--- config.mk ---
export PLATFORM = sky130hd
export DESIGN_NAME = morse_key_classifier
export DESIGN_NICKNAME = d
export VERILOG_FILES = /design/src/rtl/morse_pkg.sv /design/src/rtl/morse_sync.sv /design/src/rtl/morse_press_fsm.sv /design/src/rtl/morse_key_classifier.sv
export SDC_FILE = /design/constraint.sdc
export NUM_CORES = 1
export LEC_CHECK = 0
export CORE_AREA = 4 4 41 43
export CTS_CLUSTER_SIZE = 40
export DETAILED_ROUTE_END_ITERATION = 10
export DIE_AREA = 0 0 45 47
export SETUP_SLACK_MARGIN = 0.3
export SYNTH_ARGS = -nofsm -noshare
export SYNTH_HDL_FRONTEND = slang
export SYNTH_SLANG_ARGS = --single-unit
--- constraint.sdc ---
create_clock -name clk_i -period 2.5 [get_ports clk_i]
set_input_delay 0.25 -clock clk_i [delete_from_list [all_inputs] [get_ports clk_i]]
set_output_delay 0.25 -clock clk_i [all_outputs]
set_load 0.02 [all_outputs]
--- src/rtl/morse_pkg.sv ---
package morse_pkg;
  localparam int STATE_W = 3;
  localparam int SYM_W   = 2;

  // sparse encoding leaves unused codes that recover to released
  typedef enum logic [STATE_W-1:0] {
    ST_UP     = 3'b000,
    ST_SHORT0 = 3'b001,
    ST_SHORT1 = 3'b010,
    ST_LONG   = 3'b100
  } press_state_e;

  typedef enum logic [SYM_W-1:0] {
    SYM_NONE = 2'b00,
    SYM_DOT  = 2'b01,
    SYM_DASH = 2'b10
  } sym_e;
endpackage

--- src/rtl/morse_sync.sv ---
module morse_sync #(
  parameter int STAGES = 2
) (
  input  logic clk_i,
  input  logic rst_ni,
  input  logic d_i,
  output logic q_o
);
  logic [STAGES-1:0] chain_q;

  generate
    for (genvar i = 0; i < STAGES; i++) begin : g_stage
      if (i == 0) begin : g_first
        always_ff @(posedge clk_i or negedge rst_ni) begin
          if (!rst_ni) chain_q[i] <= 1'b0;
          else         chain_q[i] <= d_i;
        end
      end else begin : g_next
        always_ff @(posedge clk_i or negedge rst_ni) begin
          if (!rst_ni) chain_q[i] <= 1'b0;
          else         chain_q[i] <= chain_q[i-1];
        end
      end
    end
  endgenerate

  assign q_o = chain_q[STAGES-1];
endmodule

--- src/rtl/morse_press_fsm.sv ---
module morse_press_fsm
  import morse_pkg::*;
(
  input  logic         clk_i,
  input  logic         rst_ni,
  input  logic         tick_i,
  input  logic         key_i,
  output press_state_e state_o,
  output sym_e         sym_o
);
  press_state_e state_q, state_d;
  sym_e         sym_q, sym_d;

  always_comb begin
    state_d = state_q;
    sym_d   = sym_q;
    if (tick_i) begin
      sym_d = SYM_NONE;
      unique case (state_q)
        ST_UP:     state_d = key_i ? ST_SHORT0 : ST_UP;
        ST_SHORT0: begin
          state_d = key_i ? ST_SHORT1 : ST_UP;
          if (!key_i) sym_d = SYM_DOT;
        end
        ST_SHORT1: begin
          state_d = key_i ? ST_LONG : ST_UP;
          if (!key_i) sym_d = SYM_DOT;
        end
        ST_LONG: begin
          state_d = key_i ? ST_LONG : ST_UP;
          if (!key_i) sym_d = SYM_DASH;
        end
        default:   state_d = ST_UP;
      endcase
    end
  end

  always_ff @(posedge clk_i or negedge rst_ni) begin
    if (!rst_ni) begin
      state_q <= ST_UP;
      sym_q   <= SYM_NONE;
    end else begin
      state_q <= state_d;
      sym_q   <= sym_d;
    end
  end

  assign state_o = state_q;
  assign sym_o   = sym_q;
endmodule

--- src/rtl/morse_key_classifier.sv ---
module morse_key_classifier
  import morse_pkg::*;
#(
  parameter int SYNC_STAGES = 2
) (
  input  logic             clk_i,
  input  logic             rst_ni,
  input  logic             tick_i,
  input  logic             key_i,
  output logic [SYM_W-1:0] sym_o
);
  logic         key_s;
  press_state_e fsm_state;
  sym_e         fsm_sym;

  morse_sync #(.STAGES(SYNC_STAGES)) u_sync (
    .clk_i (clk_i),
    .rst_ni(rst_ni),
    .d_i   (key_i),
    .q_o   (key_s)
  );

  morse_press_fsm u_fsm (
    .clk_i  (clk_i),
    .rst_ni (rst_ni),
    .tick_i (tick_i),
    .key_i  (key_s),
    .state_o(fsm_state),
    .sym_o  (fsm_sym)
  );

  assign sym_o = fsm_sym;
endmodule

# After elaboration in Yosys (flattened, before gate mapping)

Cells that the tools add are included.

Input bits: 4
Register bits after elaboration: 7

Equality and inequality tests: 3
Reductions and logical operators: 3
Mux-type cells: 7

Operator list:

| cell                                           | number |
|---|---|
| case mux 3 bit (3 select lines)                | 1 |
| 2-to-1 mux 2 bit                               | 2 |
| case mux 2 bit (2 select lines)                | 1 |
| OR reduction 2 bit                             | 2 |
| == test 3 x 1 -> 1 bit (second input constant) | 1 |
| == test 3 x 2 -> 1 bit (second input constant) | 1 |
| == test 3 bit (second input constant)          | 1 |
| zero test 3 bit                                | 1 |
| 2-to-1 mux 3 bit                               | 1 |
| 2-to-1 mux 1 bit                               | 2 |

# Longest topological paths before layout

Gate-level depths: netlist of run 1.

Depth after elaboration: 3
Gate-level depth with buffers: 3
Mapped depth without buffers: 3

# Hierarchy

From an unflattened synthesis of run 1, not the netlist that was laid out.

Cell total of the unflattened synthesis: 22
Area, all modules: 290.3 sq um

Modules (own cells, without submodules):

| module          | area each (sq um) | cells each | times used |
|---|---|---|---|
| morse_press_fsm | 240.2             | 20         | 1 |
| morse_sync      | 50.0              | 2          | 1 |

# Worst setup path after synthesis of run 1

No wires, ideal clock.

Path type: reg-to-reg
Start point: register u_fsm.state_q[0], in the netlist u_fsm.state_o[0]
End point: register u_fsm.sym_q[0], in the netlist u_fsm.sym_o[0]
Data required time: 2375 ps
Setup slack: 1543 ps
Path buffers: 0
Clock period less this slack: 957 ps
Stages on the path, launching flop included: 4
Arrival time: 833 ps
Cell sequence: dfrtp_1 -> xnor2_1 -> nor3_1 -> mux2_2

Longest elaborated chain between the ends: 3
Elaborated cells between the ends (all ways): 5
Those cells by class: 3 x eq/ne; 1 x mux; 1 x reduce/logical

RTL lines:

| what                                                                    | line                  | RTL |
|---|---|---|
| start: declaration                                                      | morse_press_fsm.sv:11 | `press_state_e state_q, state_d;` |
| start signal: assignment                                                | morse_press_fsm.sv:43 | `state_q <= state_d;` |
| == test 3 x 1 -> 1 bit / == test 3 x 2 -> 1 bit (equally long branches) | morse_press_fsm.sv:19 | `unique case (state_q)` |
| OR reduction 2 bit (no line)                                            | n/a                   |  |
| case mux 2 bit (2 select lines) *                                       | morse_press_fsm.sv:19 |  |
| end signal: assignment                                                  | morse_press_fsm.sv:44 | `sym_q <= sym_d;` |
| end: declaration                                                        | morse_press_fsm.sv:12 | `sym_e sym_q, sym_d;` |

Mark *: on every way between the ends. The rest lies on a longest branch, timed or not.
A chain may end at the register's enable or synchronous reset.

# Worst setup path in the final report of run 1

Start point: register u_fsm.sym_q[0], in the netlist u_fsm.sym_o[0]
End point: output port sym_o[0]

RTL lines:

| what             | line                       | RTL |
|---|---|---|
| end: declaration | morse_key_classifier.sv:10 | `output logic [SYM_W-1:0] sym_o` |

No word-level cell between the ends.

==> run_results.csv, run 1 <==
group,metric,value,unit
yosys,synthTopCellsByArea,"dfrtp_1, inv_1, mux2_2, nand4b_1, o32ai_1",
detailed_routing,vias,190,
timing,tns,0,ps
setup_path,crit_required,2250,ps
layout,layout_commonest_cell,"dfrtp_1",
layout,syn_to_final_growth,34.5,%
clock_tree,cts_resized,0,
clock_tree,clk_latency,250,ps
power,vdd_ir_drop_max,301,uV
power,seqPwrFrac,47.9,%
timing,slew_violations,0,
floorplanning,fp.dieW,45,um
clock_tree,cts_tree,"built",
timing,tightest_slew,323,ps
detailed_routing,ant_nets,0,
power,pwr-share-clk,36.2,%
setup_path,r2r_setup_slack,1440,ps
setup_path,crit_path_max_incr_delay,600,ps
clock_tree,cts_setup_buffers,0,
power,power,283,uW
power,p_leak,0.000152,uW
detailed_routing,initialDrtViolationCount,2,
floorplanning,rows,13,
timing,slew_headroom,78.4,%
timing,setup_violations,0,
placed_design,hpwlAfterDp,352,um
placed_design,place_inst,43,
setup_path,worstPathCellList,"clkdlybuf4s50_1",
grt,antenna_found_initial,0,
clock_tree,numClockSinks,7,
setup_path,path_buf_inv,1,
timing,fmax,692,MHz
yosys,yosys_warnings,0,
power,combPwrFrac,16.0,%
placed_design,preCtsSetupSlack,1150,ps
grt,grt_pass1_wl,793,um
power,p_sw_share,26.0,%
setup_path,crit_fanout,2,
timing,rsz0062_at_grt,"false",
detailed_routing,route.detailed.drc,0,
layout,finalNonFillerCells,47,
layout,antenna_cells,0,
floorplanning,die_y,47,um
placed_design,port_buffers,5,
setup_path,crit_slowest_cell,"clkdlybuf4s50_1",
yosys,yosys.area.top_type,"dfrtp_1",
clock_tree,cts_buffer_depth,2,
timing,whs,261,ps
placed_design,routabilityCongestion,0.820,
run,maxCapViolCount,0,
detailed_routing,vias_per_cell,4.04,
status,status,"complete, no violations",
detailed_routing,drt-pass1-iter-count,4,
timing,period_share,57.8,%
yosys,synth_nets,27,
floorplanning,dieArea,0.00212,mm^2
layout,num-fill-cells,147,
timing,min_period,1440,ps
grt,grt_usage,5.49,%
layout,nNetsFinal,37,
floorplanning,initial_core_util,21.2,%
floorplanning,io_pins,6,
power,power_density,765,mW/mm^2
layout,final_layout_size_suffix_gt1_share,12.5,%
grt,grt_pass1_vias,205,
setup_path,cp_top_family,"buffers and inverters",
setup_path,critPathArrivalTime,1190,ps
power,p_int,210,uW
timing,timing_hold_violations_final,0,
clock_tree,cts_buffers,3,
hold_path,min_path_type,"primary input to async pin",
detailed_routing,avgRoutedWirePerCell,9.83,um
yosys,yosysUniqueCellTypes,15,
yosys,synth_area,275,um^2
grt,grt_start_max_net_pins,8,
clock_tree,cts_root_buf,"clkbuf_4",
yosys,synthCells,23,
power,p_switching,73.8,uW
yosys,seq_area_frac_synth,63.6,%
clock_tree,cts_hold_buf,0,
yosys,avgSynthCellArea,12.0,um^2
timing,worst_slack,1060,ps
timing,finClkSkew,2.57,ps
grt,grt.overflow.total,0,
yosys,netlist.area_leader.share,63.6,%
setup_path,cp-end-kind,"output port",
floorplanning,core_region_area,0.00130,mm^2
setup_path,crit_type,"register to output port",
detailed_routing,wirelength,462,um
setup_path,startpoint_type,"register",
layout,final_cell_mix,"dfrtp_1, clkdlybuf4s50_1, inv_1, clkbuf_4",
clock_tree,ctsHtreeMaxLevel,1,
yosys,ys_ff_latch,7,
clock_tree,clk_pin_slew,50,ps
cell type report:
cell class                      instances  area (um^2)  area share (%)
Sequential cell                         7          175            47.3
Multi-Input combinational cell         13         88.8            24.0
Clock buffer                            4         26.3            7.09
Inverter                                3         11.3            3.04
Timing Repair Buffer                    5         50.0            13.5
Tap cell                               15         18.8            5.07
kinds of logic after synthesis:
logic type	count (synthesis)	synth area share (%)
flip-flops	7	63.6
AND/OR/NAND/NOR	6	12.3
AO/OA/AOI/OAI	5	12.7
buffers and inverters	3	4.09
XOR/XNOR	1	3.18
multiplexers	1	4.09
state kept, by name (all words and copies together) (netlist names):
| signal | flops |
|---|---|
| u_fsm.state_o | 3 |
| u_fsm.sym_o | 2 |
| u_sync.chain_q | 1 |
| u_sync.q_o | 1 |
cells in the mapped netlist, drive strengths merged:
cell type and count:
o22ai 1, mux2 1, o21ai 1, nor2 1, nor3 1, nand3 1, a21boi 1, dfrtp 7
o31ai 1, nand2 1, inv 3, o32ai 1, nand4b 1, or2b 1, xnor2 1
routing by layer:
layer	global-route usage (%)	routed length (um)	vias to the layer above
li1	-	-	98
met1	6.28	236	85
met2	7.34	191	7
met3	2.68	34	0
met4	5.26	0	0
met5	0	0	-
stage by stage:
step / utilization [%] / area, um^2
after CTS: 28.5 / 370
after global routing: 28.5 / 370
after detailed placement: 26.4 / 344
final: 28.5 / 370
after global placement: 26.4 / 344
after floorplan: - / 275
worst register-to-register path, cell delays in order, from the launching register on:
cell	delay [ps]
dfrtp_1	430
xnor2_1	190
nor3_1	60
mux2_2	260
final timing paths:
check | end | cells past startpoint | startpoint
worst min register to register | u_sync.q_o | 0 | u_sync.chain_q[0]
max in group asynchronous | u_fsm.state_o[1] | 1 | rst_ni
min in group clk_i | u_sync.q_o | 0 | u_sync.chain_q[0]
worst min-delay path | u_fsm.state_o[2] | 1 | rst_ni
worst max register to register | u_fsm.sym_o[0] | 3 | u_fsm.state_o[0]
worst max-delay path | sym_o[0] | 1 | u_fsm.sym_o[0]
power by group through the flow:
stage                     Clock [uW]  Sequential (uW)  Combinational, uW
final                            103              136               45.3
after global routing             113              138               49.7
after CTS                        107              136               45.5
after detailed placement           0              138               45.1
after global placement             0              138               44.6
after floorplan                    0              140               21.2
No activity file was read; power rests on OpenSTA's default activity.
==> inputs of run 2 (changes only) <==
Clock period 2.5 ns to 1.24 ns, I/O delays scaled along.
==> run 2 against run 1 <==
  * Register-to-register slack got worse by 1300 ps
  * Critical endpoint is now u_fsm.sym_o[0]
  * Utilization rose by 3.4 points
  * Final cell count grew 11%
  * Setup slack worse by 890 ps
  * Worst hold slack got worse by 140 ps
  * Largest cell class unchanged
  * Clock power rose by 100%
  * Die area unchanged
==> run_results.csv, run 2 (synthesized netlist as in run 1, its figures left out) <==
group,metric,value,unit
floorplanning,rows,13,
setup_path,worstReg2RegStart,"u_fsm.state_o[0]",
floorplanning,io_pins,6,
grt,grt_pass1_wl,869,um
clock_tree,cts_tree,"built",
floorplanning,core_region_area,0.00130,mm^2
detailed_routing,avgRoutedWirePerCell,10.6,um
clock_tree,clk_latency,250,ps
clock_tree,cts_buffer_depth,2,
power,vdd_ir_drop_max,602,uV
detailed_routing,ant_nets,0,
detailed_routing,route.detailed.drc,0,
timing,period_share,86.3,%
run,maxCapViolCount,0,
timing,finClkSkew,2.30,ps
setup_path,worstPathCellList,"xnor2_1 -> nor3_1 -> mux2_2",
layout,syn_to_final_growth,50.5,%
floorplanning,die_y,47,um
layout,final-seq-area,175,um^2
floorplanning,fp.dieW,45,um
layout,post-route-util,31.8,%
setup_path,cp-startpoint,"u_fsm.state_o[0]",
clock_tree,clk_pin_slew,50,ps
clock_tree,cts_hold_buf,0,
grt,grt_start_max_net_pins,8,
layout,layout_commonest_cell,"dfrtp_1",
hold_path,min_path_type,"primary input to async pin",
clock_tree,ctsHtreeMaxLevel,1,
detailed_routing,wirelength,549,um
setup_path,crit_end,"u_fsm.sym_o[0]",
setup_path,reg2reg_depth,3,
timing,slew_headroom,79.2,%
timing,setup_violations,0,
placed_design,place_inst,44,
power,power_density,1490,mW/mm^2
timing,rsz0062_at_grt,"true",
layout,final_layout_size_suffix_gt1_share,40.5,%
layout,largest_reg_flops,3,
status,status,"complete, no violations",
setup_path,crit_type,"register to register",
layout,nNetsFinal,42,
setup_path,crit_fanout,3,
clock_tree,cts_root_buf,"clkbuf_4",
timing,fmax,935,MHz
placed_design,port_buffers,5,
timing,timing_hold_violations_final,0,
timing,whs,126,ps
floorplanning,initial_core_util,21.2,%
detailed_routing,initialDrtViolationCount,1,
clock_tree,cts_buffers,3,
layout,antenna_cells,0,
layout,num-fill-cells,147,
timing,slew_violations,0,
detailed_routing,vias_per_cell,4.38,
power,p_leak,0.000186,uW
grt,grt_usage,6.22,%
grt,grt_pass1_vias,231,
detailed_routing,drt-pass1-iter-count,2,
setup_path,startpoint_type,"register",
floorplanning,dieArea,0.00212,mm^2
setup_path,crit_path_max_incr_delay,410,ps
clock_tree,numClockSinks,7,
layout,finalNonFillerCells,52,
grt,grt.overflow.total,0,
setup_path,critPathArrivalTime,1210,ps
setup_path,rr_endpoint,"u_fsm.sym_o[0]",
detailed_routing,vias,228,
setup_path,crit_slowest_cell,"dfrtp_1",
layout,multi_input_area,105,um^2
setup_path,crit_required,1380,ps
setup_path,cp-end-kind,"register",
timing,min_period,1070,ps
grt,antenna_found_initial,0,
setup_path,r2r_setup_slack,170,ps
layout,final_cell_mix,"dfrtp_1, buf_4, clkbuf_4, clkdlybuf4s50_1",
placed_design,routabilityCongestion,0.839,
timing,tightest_slew,311,ps
timing,tns,0,ps
-- run 2: critical path: cells and delay by family (launching register included) --
family	cells	cell delay, ps
flops	1	410
mux	1	260
xor+xnor	1	220
simple gates	1	70
-- run 2: worst min path at each step --
stage / to / start / slack [ps]
after global placement: u_sync.q_o / u_sync.chain_q[0] / 330
after global routing: u_sync.chain_q[0] / rst_ni / 140
after CTS: u_sync.chain_q[0] / rst_ni / 140
after floorplan: u_fsm.state_o[0] / rst_ni / -170
final: u_sync.chain_q[0] / rst_ni / 130
after detailed placement: u_sync.q_o / u_sync.chain_q[0] / 340
-- run 2: where the power goes --
part | total [uW] | internal [uW] | switching (uW)
registers | 270 | 252 | 18.3
clock network | 211 | 123 | 87.5
logic | 136 | 72.6 | 63.0
total | 616 | 448 | 169
-- run 2: repair_timing --
item,in CTS,in global routing
buffers inserted,2,2
resized for setup,7,6
endpoints found under the setup margin,3,6
endpoints found under the hold margin,0,0
pin swaps,1,1
-- run 2: per-stage QoR --
stage          area [um^2]  power, uW  setup WS (ps)
2_1_floorplan          275        326            283
3_3_place_gp           352        370            121
3_5_place_dp           352        370            111
4_1_cts                389        598            213
5_1_grt                414        647            136
6_report               414        616            170
-- run 2: layout make-up --
type / count / area share [%]
Timing Repair Buffer: 10 / 18.7
Sequential cell: 7 / 42.3
Tap cell: 15 / 4.53
Clock buffer: 4 / 6.34
Inverter: 3 / 2.72
Multi-Input combinational cell: 13 / 25.4
-- run 2: layer usage --
| layer | part of all wire (%) | global-route usage, % | routed length (um) |
|---|---|---|---|
| met1 | 38 | 5.59 | 208 |
| met3 | 6.7 | 4.21 | 37 |
| met2 | 50 | 8.76 | 274 |
| met4 | 5.1 | 7.02 | 28 |
| met5 | 0 | 0 | 0 |
